<file path="src/rtl/dacif_pkg.sv">
package dacif_pkg;

  // Strobes the control sends to the datapath, one system clock wide.
  typedef struct packed {
    logic shift;    // take dataBit into the shift register
    logic dataBit;  // synchronized serial data
    logic load;     // write the addressed input latch
    logic xfer;     // copy all input latches to the outputs
  } ctrlStrobes_t;

endpackage

</file>
<file path="src/rtl/dacif_ctrl.sv">
module dacif_ctrl
  import dacif_pkg::*;
#(
  parameter int FRAME_W     = 11,
  parameter int SYNC_STAGES = 2
) (
  input  logic         clk,
  input  logic         rstN,
  input  logic         serClk,
  input  logic         serData,
  input  logic         serLoad,
  input  logic         serUpdate,
  output ctrlStrobes_t strobes,
  output logic         frameErr
);

  localparam int CNT_W = $clog2(FRAME_W + 1);
  localparam int PIN_N = 4;
  localparam logic [CNT_W-1:0] FULL = CNT_W'(FRAME_W);

  // pin order: 0 clock, 1 data, 2 load, 3 update
  logic [SYNC_STAGES-1:0][PIN_N-1:0] syncPipe;
  logic [PIN_N-1:0] pinNow, pinPrev;
  logic [CNT_W-1:0] bitCnt;
  logic clkFall, loadFall, updFall;

  genvar st;
  generate
    for (st = 0; st < SYNC_STAGES; st++) begin : g_sync
      always_ff @(posedge clk or negedge rstN) begin
        if (!rstN) syncPipe[st] <= '0;
        else if (st == 0) syncPipe[st] <= {serUpdate, serLoad, serData, serClk};
        else syncPipe[st] <= syncPipe[st-1];
      end
    end
  endgenerate

  assign pinNow = syncPipe[SYNC_STAGES-1];

  always_ff @(posedge clk or negedge rstN) begin
    if (!rstN) pinPrev <= '0;
    else       pinPrev <= pinNow;
  end

  assign clkFall  = pinPrev[0] & ~pinNow[0];
  assign loadFall = pinPrev[2] & ~pinNow[2];
  assign updFall  = pinPrev[3] & ~pinNow[3];

  // bits seen since the last load, saturating at one frame
  always_ff @(posedge clk or negedge rstN) begin
    if (!rstN)                         bitCnt <= '0;
    else if (loadFall)                 bitCnt <= '0;
    else if (clkFall && bitCnt < FULL) bitCnt <= bitCnt + 1'b1;
  end

  always_ff @(posedge clk or negedge rstN) begin
    if (!rstN)         frameErr <= 1'b0;
    else if (loadFall) frameErr <= (bitCnt < FULL);
  end

  always_comb begin
    strobes.shift   = clkFall;
    strobes.dataBit = pinNow[1];
    strobes.load    = loadFall && (bitCnt >= FULL);
    strobes.xfer    = updFall;
  end

endmodule

</file>
<file path="src/rtl/dacif_datapath.sv">
module dacif_datapath
  import dacif_pkg::*;
#(
  parameter int NUM_CH = 4,
  parameter int CODE_W = 8
) (
  input  logic                     clk,
  input  logic                     rstN,
  input  ctrlStrobes_t             strobes,
  output logic [NUM_CH*CODE_W-1:0] outCode,
  output logic [NUM_CH-1:0]        outGain,
  output logic                     loadPulse,
  output logic                     xferPulse
);

  localparam int SEL_W   = $clog2(NUM_CH);
  localparam int FRAME_W = SEL_W + 1 + CODE_W;

  logic [FRAME_W-1:0] shiftReg;
  logic [SEL_W-1:0]   wordSel;
  logic               wordGain;
  logic [CODE_W-1:0]  wordCode;

  always_ff @(posedge clk or negedge rstN) begin
    if (!rstN)              shiftReg <= '0;
    else if (strobes.shift) shiftReg <= {shiftReg[FRAME_W-2:0], strobes.dataBit};
  end

  assign wordSel  = shiftReg[FRAME_W-1 -: SEL_W];
  assign wordGain = shiftReg[CODE_W];
  assign wordCode = shiftReg[CODE_W-1:0];

  genvar ch;
  generate
    for (ch = 0; ch < NUM_CH; ch++) begin : g_chan
      logic [CODE_W-1:0] latCode;
      logic              latGain;

      always_ff @(posedge clk or negedge rstN) begin
        if (!rstN) begin
          latCode <= '0;
          latGain <= 1'b0;
        end else if (strobes.load && wordSel == SEL_W'(ch)) begin
          latCode <= wordCode;
          latGain <= wordGain;
        end
      end

      always_ff @(posedge clk or negedge rstN) begin
        if (!rstN) begin
          outCode[ch*CODE_W +: CODE_W] <= '0;
          outGain[ch]                  <= 1'b0;
        end else if (strobes.xfer) begin
          outCode[ch*CODE_W +: CODE_W] <= latCode;
          outGain[ch]                  <= latGain;
        end
      end
    end
  endgenerate

  always_ff @(posedge clk or negedge rstN) begin
    if (!rstN) begin
      loadPulse <= 1'b0;
      xferPulse <= 1'b0;
    end else begin
      loadPulse <= strobes.load;
      xferPulse <= strobes.xfer;
    end
  end

endmodule

</file>
<file path="src/rtl/dacif_top.sv">
module dacif_top
  import dacif_pkg::*;
#(
  parameter int NUM_CH      = 4,
  parameter int CODE_W      = 8,
  parameter int SYNC_STAGES = 2
) (
  input  logic                     clk,
  input  logic                     rstN,
  input  logic                     serClk,
  input  logic                     serData,
  input  logic                     serLoad,
  input  logic                     serUpdate,
  output logic [NUM_CH*CODE_W-1:0] outCode,
  output logic [NUM_CH-1:0]        outGain,
  output logic                     loadPulse,
  output logic                     xferPulse,
  output logic                     frameErr
);

  localparam int FRAME_W = $clog2(NUM_CH) + 1 + CODE_W;

  ctrlStrobes_t strobes;

  dacif_ctrl #(.FRAME_W(FRAME_W), .SYNC_STAGES(SYNC_STAGES)) ctrl_i (
    .clk(clk), .rstN(rstN), .serClk(serClk), .serData(serData),
    .serLoad(serLoad), .serUpdate(serUpdate),
    .strobes(strobes), .frameErr(frameErr)
  );

  dacif_datapath #(.NUM_CH(NUM_CH), .CODE_W(CODE_W)) dp_i (
    .clk(clk), .rstN(rstN), .strobes(strobes),
    .outCode(outCode), .outGain(outGain),
    .loadPulse(loadPulse), .xferPulse(xferPulse)
  );

endmodule

</file>
<file path="config.mk">
export PLATFORM = sky130hd
export DESIGN_NAME = dacif_top
export DESIGN_NICKNAME = d
export VERILOG_FILES = /design/src/rtl/dacif_pkg.sv /design/src/rtl/dacif_ctrl.sv /design/src/rtl/dacif_datapath.sv /design/src/rtl/dacif_top.sv
export SDC_FILE = /design/constraint.sdc
export NUM_CORES = 1
export LEC_CHECK = 0
export BUFFER_PORTS_ARGS = -buffer_cell sky130_fd_sc_hd__buf_2
export CORE_MARGIN = 1
export CORE_UTILIZATION = 50
export DETAILED_ROUTE_END_ITERATION = 8
export MAX_ROUTING_LAYER = met4
export PLACE_DENSITY = 0.7
export REMOVE_ABC_BUFFERS = 1
export SYNTH_ARGS = -nofsm -noshare
export SYNTH_HDL_FRONTEND = slang
export SYNTH_SLANG_ARGS = --single-unit
</file>
<file path="constraint.sdc">
create_clock -name clk -period 2.55 [get_ports clk]
set_clock_uncertainty 0.1 [all_clocks]
set_input_delay 0 -clock clk [delete_from_list [all_inputs] [get_ports clk]]
set_output_delay 0 -clock clk [all_outputs]
set_load 0.02 [all_outputs]
</file>
# Word-level counts from Yosys, hierarchy flattened
# Index checks and enable logic that the tools add are counted.
dict set report word_totals {
  ff_bits 102
  input_bits 6
  word_cells 46
  output_inout_bits 39
}
dict set report classes {
  n_mux 2
  order_cmp 2
  n_eq_ne 3
  addsub 1
  bitwise 6
  reduce_logical 8
}
# op n
set ops {}
lappend ops {{$mux W4} 2}
lappend ops {{$logic_and A1 B1 Y1} 6}
lappend ops {{$add A4 B1 Y4 const B} 1}
lappend ops {{$eq A2 B2 Y1 const B} 2}
lappend ops {{$ge A4 B4 Y1 const B} 1}
lappend ops {{$lt A4 B4 Y1 const B} 1}
lappend ops {{$and A1 B1 Y1} 3}
lappend ops {{$not A1 Y1} 3}
lappend ops {{$eq A2 B1 Y1 const B} 1}
lappend ops {{$logic_not A2 Y1} 1}
lappend ops {{$reduce_bool A2 Y1} 1}

# Depth between registers and ports, before layout
# Gate-level depths: netlist of run 1.
dict set report depth {
  depth_word 5
  depth_mapped 5
  ltp_nobuf 4
}

# Modules after synthesis
# A second synthesis of run 1 with hierarchy kept.
dict set report unflattened {
  cells_unflattened 217
  area_unflattened_um2 3691.0
}
# module seq_area_each_um2 area_each_um2 cells_each instances
set modules_own_cells {}
lappend modules_own_cells {dacif_datapath 2127.0 3139.3 178 1}
lappend modules_own_cells {dacif_ctrl 400.4 551.8 39 1}

# Least setup slack after synthesis of run 1
# OpenSTA, ideal clock, no wires.
dict set report synth_timing {
  path_type {register to register}
  startpoint {register ctrl_i.bitCnt[0]}
  endpoint {register dp_i.g_chan[0].latCode[0]}
  setup_time_ns 0.125
  t_required_ns 2.325
  period_less_slack_ns 1.703
  t_arrival_ns 1.478
  path_stages_with_launch 6
  slack_ns 0.847
  path_buffers 1
  path_cell_list {dfrtp_1 ha_1 o21ai_2 or4_1 buf_6 mux2_4}
}
dict set report synth_between {
  elab_chain_cells 3
}
# item line
set synth_lines {}
lappend synth_lines {{from (decl)} dacif_ctrl.sv:24} ;# logic [CNT_W-1:0] bitCnt;
lappend synth_lines {{from (signal assigned)} dacif_ctrl.sv:53} ;# else if (clkFall && bitCnt < FULL) bitCnt <= bitCnt + 1'b1;
lappend synth_lines {{$ge A4 B4 Y1} dacif_ctrl.sv:64} ;# strobes.load = loadFall && (bitCnt >= FULL);
lappend synth_lines {{$logic_and A1 B1 Y1} dacif_ctrl.sv:64}
lappend synth_lines {{$logic_and A1 B1 Y1} dacif_datapath.sv:43} ;# end else if (strobes.load && wordSel == SEL_W'(ch)) begin
lappend synth_lines {{to (signal assigned)} dacif_datapath.sv:44} ;# latCode <= wordCode;
lappend synth_lines {{to (decl)} dacif_datapath.sv:36} ;# logic [CODE_W-1:0] latCode;
# No other way between the ends.
# A chain may end at the register's enable or synchronous reset.

# Worst setup path in the final report of run 1
dict set report layout_timing {
  startpoint {register ctrl_i.bitCnt[0]}
  endpoint {register dp_i.g_chan[0].latCode[1]}
}
# The elaborated chain is that of the path after synthesis.

==> metrics.txt, run 1 <==
Hold Vio Cnt, Final 0; r2r worst-path depth 4; root buffer cell clkbuf_8; initial core utilization between 50% and 60%; gp weighted congestion roughly 0.81; distinct cell type count after synthesis 24; layout cells sized above 1 a little under half; crit path capture type register; initial antenna violation count 0; Arr. time, crit path 2.15 ns; H-Tree Depth 3; PortBufs between 40 and 50; clk buf depth 2; part of the power in registers 59.4%; Yosys Warn Count 0; largest net degree at the start of global routing 53; power density cells between 600 and 700 nW/um2; Area growth, synth to finish 16.4%; Routed Antenna Nets 0; sequential share of the synthesized area about two thirds; overall routing resource usage between 10% and 20%; Skew-Pair Late Insertion Delay ~0.36 ns; Setup-failing EPs final 0; Slew Viols, Final 0; Peak VDD IR just under 0.3 mV; final worst-path cycle share between 70% and 80%; switching part of the total approximately 22%; DP HPWL ~3800 um; status complete, no violations; CP Launch Type register; number of diodes 0; Remaining Overflow, GRT 0; DR WL/cell roughly 15 um; core area slightly above 7000 um2; buffer count from post-CTS setup fixing 0; CTS tree built; num ports 45; Iter 0 DRT Violations 32; drt pass-1 iters 4; clk slew on worst S/H paths ~0.10 ns; die height 88.4 um; final WL about 5900 um; Synth Area per Inst around 16 um2; Power, Total just under 3000 uW; CTS Buf Count 9; Comb pwr share under 10%; fmax around 500 MHz; Pleak about 0.0024 uW; DRC viols 0; RSZ-0062 raised after global routing false; first-pass GRT wire length 9870 um; critical path's slowest cell or4_1; most common cell after layout, fill and taps aside dfrtp_1; vias in the first global route 1,957; Cell Chain, Critical Path ha_1 > o21ai_2 > or4_1 > mux2_4; Clock Power Share 36.3%; max-cap violations 0; Worst Tran Pin Value about 0.64 ns; Synth Cell Area roughly 3700 um2; Rows 31; fin crit period 2.01 ns; Worst Path Required between 2 and 3 ns; Die X roughly 88 um; nets 307; clock sinks roughly 100; CP max stage delay approximately 0.7 ns; crit path max fanout 9; DIE AREA between 7000 and 8000 um2; Via Count slightly above 2,000; vias per inst approximately 5; Post-Syn Instances ~240; most frequent cells in the layout dfrtp_1, mux2_2, buf_2, nand2_1; worst hold path class input pin to async pin; Sw Pwr between 600 and 700 uW; slew margin rel. between 50% and 60%; crit path kind register to register; Yosys reg bits 101; setup TNS 0 ns; P_int about 2200 uW
cells by family (layout without fill, tap and decap cells):
group | count (synthesis) | after routing | share of synthesized area [%]
flip-flops | 101 | 101 | 67.6
multiplexers | 72 | 72 | 22.6
AND/OR/NAND/NOR | 51 | 51 | 6.80
buffers and inverters | 8 | 69 | 1.17
AO/OA/AOI/OAI | 7 | 7 | 1.21
adder cells (fa/ha/maj) | 1 | 1 | 0.335
XOR/XNOR | 1 | 1 | 0.234
cell usage after synthesis:
library cell	n	area (um2)
o21a_1	1	7.51
a41oi_1	1	8.76
nand2b_1	1	6.26
o21ai_0	2	10.0
dfrtp_1	101	2530
buf_6	1	11.3
nand2b_4	1	13.8
clkbuf_1	2	7.51
o21ai_2	1	8.76
nor4bb_1	1	10.0
or4_1	1	7.51
buf_2	5	25.0
nand2_1	34	128
mux2_4	9	135
nor2_1	5	18.8
xnor2_1	1	8.76
nand3_1	1	5.00
or3_1	1	6.26
nand4b_2	2	30.0
ha_1	1	12.5
a21oi_1	2	10.0
nor3_2	1	10.0
nor2b_1	3	18.8
mux2_2	63	709
layout make-up:
class | instances | area, um2
clock inverters | 4 | 76.3
repair buffers | 56 | 325
multi-input cells | 132 | 1170
clock buffers | 9 | 124
well taps | 99 | 124
flip-flops and latches | 101 | 2530
fillers | 579 | 2900
final timing paths:
| kind | startpoint | endpoint | slack, ns |
|---|---|---|---|
| max | ctrl_i.bitCnt[0]$_DFFE_PN0P_ | dp_i.g_chan[0].latCode[1]$_DFFE_PN0P_ | 0.54 |
| min | rstN | dp_i.g_chan[2].latCode[5]$_DFFE_PN0P_ | 0.10 |
| max reg2reg | ctrl_i.bitCnt[0]$_DFFE_PN0P_ | dp_i.g_chan[0].latCode[1]$_DFFE_PN0P_ | 0.54 |
| min reg2reg | ctrl_i.syncPipe[0]$_DFF_PN0_ | ctrl_i.pinNow[0]$_DFF_PN0_ | 0.25 |
| max in group asynchronous | rstN | dp_i.outCode[4]$_DFFE_PN0P_ | 1.46 |
| min in group clk | serUpdate | ctrl_i.syncPipe[3]$_DFF_PN0_ | 0.18 |
metrics by stage:
step / cell area (um2) / cells / util (%) / setup slack [ns] / hold WS, ns
6_report: 4350 / 401 / 60.0 / 0.539 / 0.103
2_1_floorplan: 3690 / 233 / - / -0.112 / -0.396
3_5_place_dp: 4100 / 383 / 56.5 / 0.578 / -0.0356
4_1_cts: 4350 / 401 / 60.0 / 0.547 / 0.114
3_3_place_gp: 4100 / 383 / 56.5 / 0.609 / -0.0361
5_1_grt: 4350 / 401 / 60.0 / 0.437 / 0.164
power groups by stage:
stage | registers (uW) | logic, uW | clock network, uW
final | 1710 | 123 | 1050
after global routing | 1720 | 143 | 1130
after CTS | 1710 | 127 | 1070
after detailed placement | 1740 | 121 | 0
after global placement | 1740 | 117 | 0
after floorplan | 1720 | 65.4 | 0
registers in the layout (all words and copies together), names as in the netlist:
| register | count |
|---|---|
| dp_i.loadPulse | 1 |
| dp_i.outCode | 32 |
| dp_i.g_chan.latGain | 4 |
| dp_i.xferPulse | 1 |
| dp_i.g_chan.latCode | 32 |
| dp_i.shiftReg | 11 |
| ctrl_i.syncPipe | 4 |
| dp_i.outGain | 4 |
| ctrl_i.frameErr | 1 |
| ctrl_i.pinNow | 4 |
| ctrl_i.bitCnt | 4 |
| ctrl_i.pinPrev | 3 |
critical path: cells and delay by family, from the launching register on:
| family | cells | cell delay (ns) |
|---|---|---|
| AOI/OAI and AO/OA | 1 | 0.09 |
| adders and majority gates | 1 | 0.21 |
| DFF | 1 | 0.40 |
| muxes | 1 | 0.40 |
| and+or+nand+nor | 1 | 0.69 |
repair_timing:
item / CTS / global route
endpoints found under the hold margin: 54 / 0
hold buffers: 5 / 0
resized for setup: 0 / 0
routing by layer:
layer	routed length, um	global-route usage (%)	vias up	part of all wire (%)
met5	0	-	-	0
met4	131	8.94	0	2.2
met3	200	3.82	14	3.4
met2	2630	24.6	45	44
met1	2960	25.1	1016	50
li1	-	-	940	-
Power figures use the tool's default switching activity.
==> run 2, diff against run 1 <==
ABC_AREA = 1   (was unset)
clock period = 2 ns   (was 2.55 ns; I/O delays follow)
==> run 2 against run 1 <==
The flow now finishes with violations (negative hold slack). Maximum frequency rose by 18%. Count of clock-buffer cells in the layout increased by 2. Sequential power is 29% higher. Setup slack worse by 0.24 ns. Synthesized cell count up 68%. Combinational power rose by 88%. Sequential share of layout area decreased by 1.4 points. Routed wire length grew 24%. Sequential cell count unchanged. Cell count increased by 40%. Design area increased by 2.4%. Largest power group unchanged. Highest routed layer unchanged.
==> metrics.txt, run 2 <==
final worst-path cycle share 84.9% (was 78.9%); DIE AREA 8070 um2 (was 7820 um2); clk slew on worst S/H paths 0.09 ns (was 0.10 ns); DRC viols 0 (unchanged); Worst Path Required 2.21 ns (was 2.69 ns); max-cap violations 0 (unchanged); DR WL/cell 13.0 um (was 14.8 um); Setup-failing EPs final 0 (unchanged); Iter 0 DRT Violations 156 (was 32); failing checks negative hold slack; crit path kind register to register (unchanged); slew margin rel. 67.7% (was 57.7%); root buffer cell clkbuf_8 (unchanged); Synth async-reset ratio 100% (unchanged); vias in the first global route 2,758 (was 1,957); Comb pwr share 6.2% (was 4.3%); Post-synth EDFFs 0 (unchanged); worst hold path class input pin to async pin (unchanged); nets 467 (was 307); H-Tree Depth 3 (unchanged); Routed Antenna Nets 0 (unchanged); placed cell count 543 (was 383); sequential share of the synthesized area 65.5% (was 67.6%); top cells by area, synth dfrtp_1, nand2_1, nand3_1, nor2_4, nand3_2 (was dfrtp_1, mux2_2, mux2_4, nand2_1, nand4b_2); Hold WS -0.00234 ns (was 0.103 ns); die height 89.9 um (was 88.4 um); crit path capture type register (unchanged); layout cells sized above 1 17.3% (was 47.0%); Post-Syn Instances 405 (was 241); number of diodes 0 (unchanged); overall routing resource usage 21.3% (was 17.9%); fin crit period 1.70 ns (was 2.01 ns); clock sinks 101 (unchanged); Slew Viols, Final 0 (unchanged); most common cell after layout, fill and taps aside nand2_1 (was dfrtp_1); Clock Power Share 34.7% (was 36.3%); crit path max fanout 20 (was 9); switching part of the total 25.1% (was 22.4%); distinct cell type count after synthesis 23 (was 24); Synth Area per Inst 9.53 um2 (was 15.5 um2); Area growth, synth to finish 15.4% (was 16.4%); top cell type's share of synthesized area 65.5% (was 67.6%); P_int 2800 uW (was 2240 uW); initial antenna violation count 0 (unchanged); CTS tree built (unchanged); r2r worst-path depth 6 (was 4); cell area after layout 4450 um2 (was 4350 um2); status complete, but fails checks (was complete, no violations); drt pass-1 iters 4 (unchanged); setup TNS 0 ns (unchanged); Commonest cells post-synth nand2_1, dfrtp_1, nand3_1 (was dfrtp_1, mux2_2, nand2_1); vias per inst 4.91 (was 5.02); CP max stage delay 0.44 ns (was 0.69 ns); Remaining Overflow, GRT 0 (unchanged); clk buf depth 2 (unchanged); Skew-Pair Late Insertion Delay 0.36 ns (about the same); Peak VDD IR 0.505 mV (was 0.293 mV); most frequent cells in the layout nand2_1, dfrtp_1, nand3_1, buf_2, clkbuf_8 (was dfrtp_1, mux2_2, buf_2, nand2_1); fmax 589 MHz (was 497 MHz); fill cell count 657 (was 579); Cell Chain, Critical Path nor2_8 > inv_4 > nor2_4 > buf_4 > nand3_1 > nand2_1 (was ha_1 > o21ai_2 > or4_1 > mux2_4); cell taking the most area after synthesis dfrtp_1 (unchanged); Final Non-Filler Cells 562 (was 401); largest net degree at the start of global routing 47 (was 53); critical path's slowest cell dfrtp_1 (was or4_1); Synth Cell Area 3860 um2 (was 3740 um2); RSZ-0062 raised after global routing false (unchanged); Sw Pwr 940 uW (was 645 uW); Setup WS post-layout 0.302 ns (was 0.539 ns); Reg2Reg Capture Point dp_i.g_chan[1].latCode[6]$_DFFE_PN0P_ (was dp_i.g_chan[0].latCode[1]$_DFFE_PN0P_); main flop type after synthesis dfrtp_1 (unchanged); DP Area 4210 um2 (was 4100 um2); buffer count from post-CTS setup fixing 0 (unchanged); CP Launch Type register (unchanged); Hold Vio Cnt, Final 3 (was 0); most common cell in the netlist nand2_1 (was dfrtp_1); DP Worst Slack 0.329 ns (was 0.578 ns); Die X 89.9 um (was 88.4 um); part of the power in registers 59.1% (was 59.4%); Yosys Warn Count 0 (unchanged); r2r startpoint ctrl_i.pinNow[2]$_DFF_PN0_ (was ctrl_i.bitCnt[0]$_DFFE_PN0P_); Pleak 0.00255 uW (was 0.00238 uW); Worst Tran Pin Value 0.484 ns (was 0.635 ns); Largest regs dp_i.g_chan.latCode (32), dp_i.outCode (32), dp_i.shiftReg (11) (unchanged); final core utilization 60.4% (was 60.0%); Yosys reg bits 101 (unchanged); core area 7370 um2 (was 7250 um2); final WL 7330 um (was 5920 um); CTS Buf Count 9 (unchanged); gp weighted congestion 0.780 (was 0.806); power density cells 840 nW/um2 (was 662 nW/um2); register-to-register path setup slack 0.30 ns (was 0.54 ns); first-pass GRT wire length 13,100 um (was 9870 um); num ports 45 (unchanged); Via Count 2,762 (was 2,015); Arr. time, crit path 1.90 ns (was 2.15 ns); PortBufs 44 (unchanged); Rows 31 (unchanged); initial core utilization 52.4% (was 51.5%); DP HPWL 4860 um (was 3760 um)
==> run 2: cell count changes after synthesis, sizes merged, moves of 2 or more <==
cell | before | now
nor2b | 3 | 0
nand2 | 34 | 215
nand2b | 2 | 0
nand4b | 2 | 0
inv | 0 | 8
buf | 6 | 9
clkinv | 0 | 3
nor2 | 5 | 12
mux2 | 72 | 0
nand3 | 1 | 47
==> run 2: worst max-delay path by stage <==
stage	startpoint	endpoint	slack, ns
after global routing	ctrl_i.bitCnt[1]$_DFFE_PN0P_	dp_i.g_chan[1].latCode[7]$_DFFE_PN0P_	0.17
after CTS	ctrl_i.pinNow[2]$_DFF_PN0_	dp_i.g_chan[1].latCode[6]$_DFFE_PN0P_	0.29
after global placement	ctrl_i.pinNow[2]$_DFF_PN0_	dp_i.g_chan[1].latCode[6]$_DFFE_PN0P_	0.41
after floorplan	ctrl_i.pinPrev[3]$_DFF_PN0_	dp_i.outCode[0]$_DFFE_PN0P_	0.04
final	ctrl_i.pinNow[2]$_DFF_PN0_	dp_i.g_chan[1].latCode[6]$_DFFE_PN0P_	0.30
after detailed placement	ctrl_i.pinNow[2]$_DFF_PN0_	dp_i.g_chan[1].latCode[7]$_DFFE_PN0P_	0.33
==> run 2: cell type report <==
| cell class | count | area (um2) | share of cell area [%] |
|---|---|---|---|
| multi-input combinational | 281 | 1210 | 27.2 |
| clock inverter | 3 | 46.3 | 1.04 |
| sequential | 101 | 2530 | 56.7 |
| tap | 99 | 124 | 2.78 |
| clock buffer | 11 | 151 | 3.40 |
| timing repair buffer | 56 | 350 | 7.87 |
| inverter | 11 | 45.0 | 1.01 |
==> run 2: cell families (layout without fill, tap and decap cells) <==
family | count (synthesis) | count (layout) | synth area share, %
AND/OR/NAND/NOR | 275 | 275 | 30.2
flip-flops | 101 | 101 | 65.5
buffers and inverters | 23 | 81 | 3.18
AO/OA/AOI/OAI | 4 | 4 | 0.616
adder cells (fa/ha/maj) | 1 | 1 | 0.324
XOR/XNOR | 1 | 1 | 0.227
==> run 2: power groups by stage <==
stage                     Combinational, uW  Clock, uW  Sequential, uW
after floorplan                         134          0            2210
after global placement                  218          0            2250
after detailed placement                226          0            2250
after CTS                               235       1320            2210
after global routing                    269       1400            2220
final                                   231       1300            2210
==> run 2: critical path, delay by kind of cell, from the launching register on <==
family	cells	cell delay, ns
buf+inv	2	0.32
simple gates	4	0.79
flops	1	0.44
==> run 2: routing by layer <==
metal | global-route usage, % | part of all wire, %
met1 | 28.5 | 49
met2 | 32.8 | 46
met3 | 3.13 | 2.9
met4 | 9.68 | 1.8
met5 | - | 0
==> run 2: stage by stage <==
step	power [uW]	hold WS, ns
finish	3740	-0.00234
global route	3890	0.0206
CTS	3770	0.000133
detailed placement	2480	-0.143
global placement	2470	-0.149
floorplan	2340	-0.396
==> run 2: what timing repair did <==
action / in CTS / in global routing
resized for setup: 0 / 0
hold buffers: 5 / 0
hold endpoints to repair: 105 / 0
==> run 3, diff against run 2 <==
ABC_AREA = 0   (was 1)
PLACE_DENSITY = 0.73   (was 0.7)
clock period = 1.5 ns   (was 2 ns; I/O delays follow)
==> run 3 against run 2 <==
Register-to-register slack got worse by 0.53 ns. Largest power group unchanged. Sequential cell count is the same. First-iteration DRC count is 51% lower. Count of clock-buffer cells in the layout decreased by 2. Critical endpoint is now dp_i.g_chan[0].latCode[6]$_DFFE_PN0P_. Total power increased by 32%. The flow finishes with violations (negative setup slack).
==> metrics.txt, run 3 (synthesis gave the netlist of run 1 again) <==
overall routing resource usage 19.0% (was 21.3%); most common cell after layout, fill and taps aside dfrtp_1 (was nand2_1); CTS Buf Count 9 (unchanged); number of diodes 0 (unchanged); Comb pwr share 6.1% (was 6.2%); initial antenna violation count 0 (unchanged); Peak VDD IR 0.598 mV (was 0.505 mV); fmax 579 MHz (was 589 MHz); Pleak 0.00254 uW (was 0.00255 uW); most frequent cells in the layout dfrtp_1, mux2_2, buf_2, nand2_1, buf_4 (was nand2_1, dfrtp_1, nand3_1, buf_2, clkbuf_8); slew margin rel. 67.8% (was 67.7%); crit path max fanout 9 (was 20); clk slew on worst S/H paths 0.09 ns (about the same); HP Start serLoad; part of the power in registers 58.8% (was 59.1%); Worst Tran Pin Value 0.483 ns (was 0.484 ns); Routed Antenna Nets 0 (unchanged); Worst Hold Depth 2; nets 326 (was 467); Hold Path Sink ctrl_i.syncPipe[2]$_DFF_PN0_; Arr. time, crit path 1.88 ns (was 1.90 ns); Via Count 2,082 (was 2,762); DR WL/cell 14.6 um (was 13.0 um); drt pass-1 iters 4 (unchanged); Largest regs dp_i.g_chan.latCode (32), dp_i.outCode (32), dp_i.shiftReg (11) (unchanged); Iter 0 DRT Violations 76 (was 156); core area 7250 um2 (was 7370 um2); power density cells 1070 nW/um2 (was 840 nW/um2); clk buf depth 2 (unchanged); switching part of the total 24.2% (was 25.1%); root buffer cell clkbuf_8 (unchanged); Clock Power Share 35.1% (was 34.7%); fill cell count 536 (was 657); register-to-register path setup slack -0.23 ns (was 0.30 ns); failing checks negative setup slack (was negative hold slack); r2r worst-path depth 5 (was 6); Area growth, synth to finish 23.5% (was 15.4%); Slew Viols, Final 0 (unchanged); initial core utilization 51.5% (was 52.4%); Worst Path Required 1.65 ns (was 2.21 ns); status complete, but fails checks (unchanged); worst hold path class input pin to register (was input pin to async pin); Reg2Reg Capture Point dp_i.g_chan[0].latCode[6]$_DFFE_PN0P_ (was dp_i.g_chan[1].latCode[6]$_DFFE_PN0P_); Rows 31 (unchanged); r2r startpoint ctrl_i.bitCnt[0]$_DFFE_PN0P_ (was ctrl_i.pinNow[2]$_DFF_PN0_); crit path capture type register (unchanged); max-cap violations 0 (unchanged); clock sinks 101 (unchanged); Setup WS post-layout -0.228 ns (was 0.302 ns); Die X 88.4 um (was 89.9 um); crit path kind register to register (unchanged); Hold WS 0.175 ns (was -0.00234 ns); Hold Vio Cnt, Final 0 (was 3); die height 88.4 um (was 89.9 um); PortBufs 44 (unchanged); final core utilization 63.6% (was 60.4%); DP HPWL 4230 um (was 4860 um); Skew-Pair Late Insertion Delay 0.36 ns (about the same); P_int 3730 uW (was 2800 uW); num ports 45 (unchanged); fin crit period 1.73 ns (was 1.70 ns); Remaining Overflow, GRT 0 (unchanged); first-pass GRT wire length 10,500 um (was 13,100 um); CTS tree built (unchanged); Sw Pwr 1200 uW (was 940 uW); vias per inst 4.92 (was 4.91); layout cells sized above 1 50.9% (was 17.3%); CP Launch Type register (unchanged); final worst-path cycle share 115% (was 84.9%); largest net degree at the start of global routing 50 (was 47); RSZ-0062 raised after global routing true (was false); H-Tree Depth 3 (unchanged); vias in the first global route 2,086 (was 2,758); DIE AREA 7820 um2 (was 8070 um2); Setup-failing EPs final 37 (was 0); DRC viols 0 (unchanged); final WL 6190 um (was 7330 um); gp weighted congestion 0.784 (was 0.780)
run 3: per-layer routing:
metal	global-route usage (%)	up-vias	part of all wire [%]
met1	26.5	1041	50
met3	3.73	11	3.4
met5	-	-	0
li1	-	982	-
met2	26.2	48	45
met4	9.97	0	1.9
run 3: power groups by stage:
stage	clock [uW]	combinational [uW]	sequential, uW
6_report	1730	298	2900
5_1_grt	1900	344	2920
4_1_cts	1790	298	2900
3_5_place_dp	0	270	2950
3_3_place_gp	0	259	2950
2_1_floorplan	0	111	2930
run 3: worst max path at each step:
| stage | slack, ns | startpoint | to |
|---|---|---|---|
| CTS | -0.22 | ctrl_i.bitCnt[0]$_DFFE_PN0P_ | dp_i.g_chan[0].latCode[6]$_DFFE_PN0P_ |
| floorplan | -1.16 | ctrl_i.pinNow[3]$_DFF_PN0_ | dp_i.outCode[0]$_DFFE_PN0P_ |
| global route | -0.26 | ctrl_i.bitCnt[1]$_DFFE_PN0P_ | dp_i.g_chan[0].latCode[7]$_DFFE_PN0P_ |
| detailed placement | -0.28 | ctrl_i.bitCnt[0]$_DFFE_PN0P_ | dp_i.g_chan[0].latCode[5]$_DFFE_PN0P_ |
| global placement | -0.22 | ctrl_i.bitCnt[0]$_DFFE_PN0P_ | dp_i.g_chan[0].latCode[3]$_DFFE_PN0P_ |
| finish | -0.23 | ctrl_i.bitCnt[0]$_DFFE_PN0P_ | dp_i.g_chan[0].latCode[6]$_DFFE_PN0P_ |
run 3: repair_timing:
item,4_1_cts,5_1_grt
pin swaps,1,2
hold buffers,6,1
endpoints found under the setup margin,37,52
gates resized for setup,13,1
endpoints found under the hold margin,105,15
gates cloned,0,0
buffers inserted,1,0
run 3: worst max-delay path, stage by stage (launching register included):
cell	delay (ns)
dfrtp_1	0.41
ha_4	0.17
o21ai_2	0.05
or4_1	0.41
buf_6	0.17
mux2_4	0.30
run 3: metrics by stage:
stage	setup TNS, ns	setup slack, ns	power [uW]	instances	cell area [um2]
3_3_place_gp	-6.72	-0.223	3200	400	4280
2_1_floorplan	-49.23	-1.16	3040	233	3690
5_1_grt	-8.46	-0.263	5160	423	4610
6_report	-7.12	-0.228	4930	423	4610
4_1_cts	-6.58	-0.221	4980	423	4600
3_5_place_dp	-8.40	-0.276	3220	400	4280
run 3: cell type report:
type	instances	area, um2	area share [%]
well taps	99	124	2.69
flip-flops and latches	101	2530	54.8
repair buffers	75	532	11.5
multi-input cells	132	1220	26.6
clock inverters	7	81.3	1.76
clock buffers	9	124	2.69
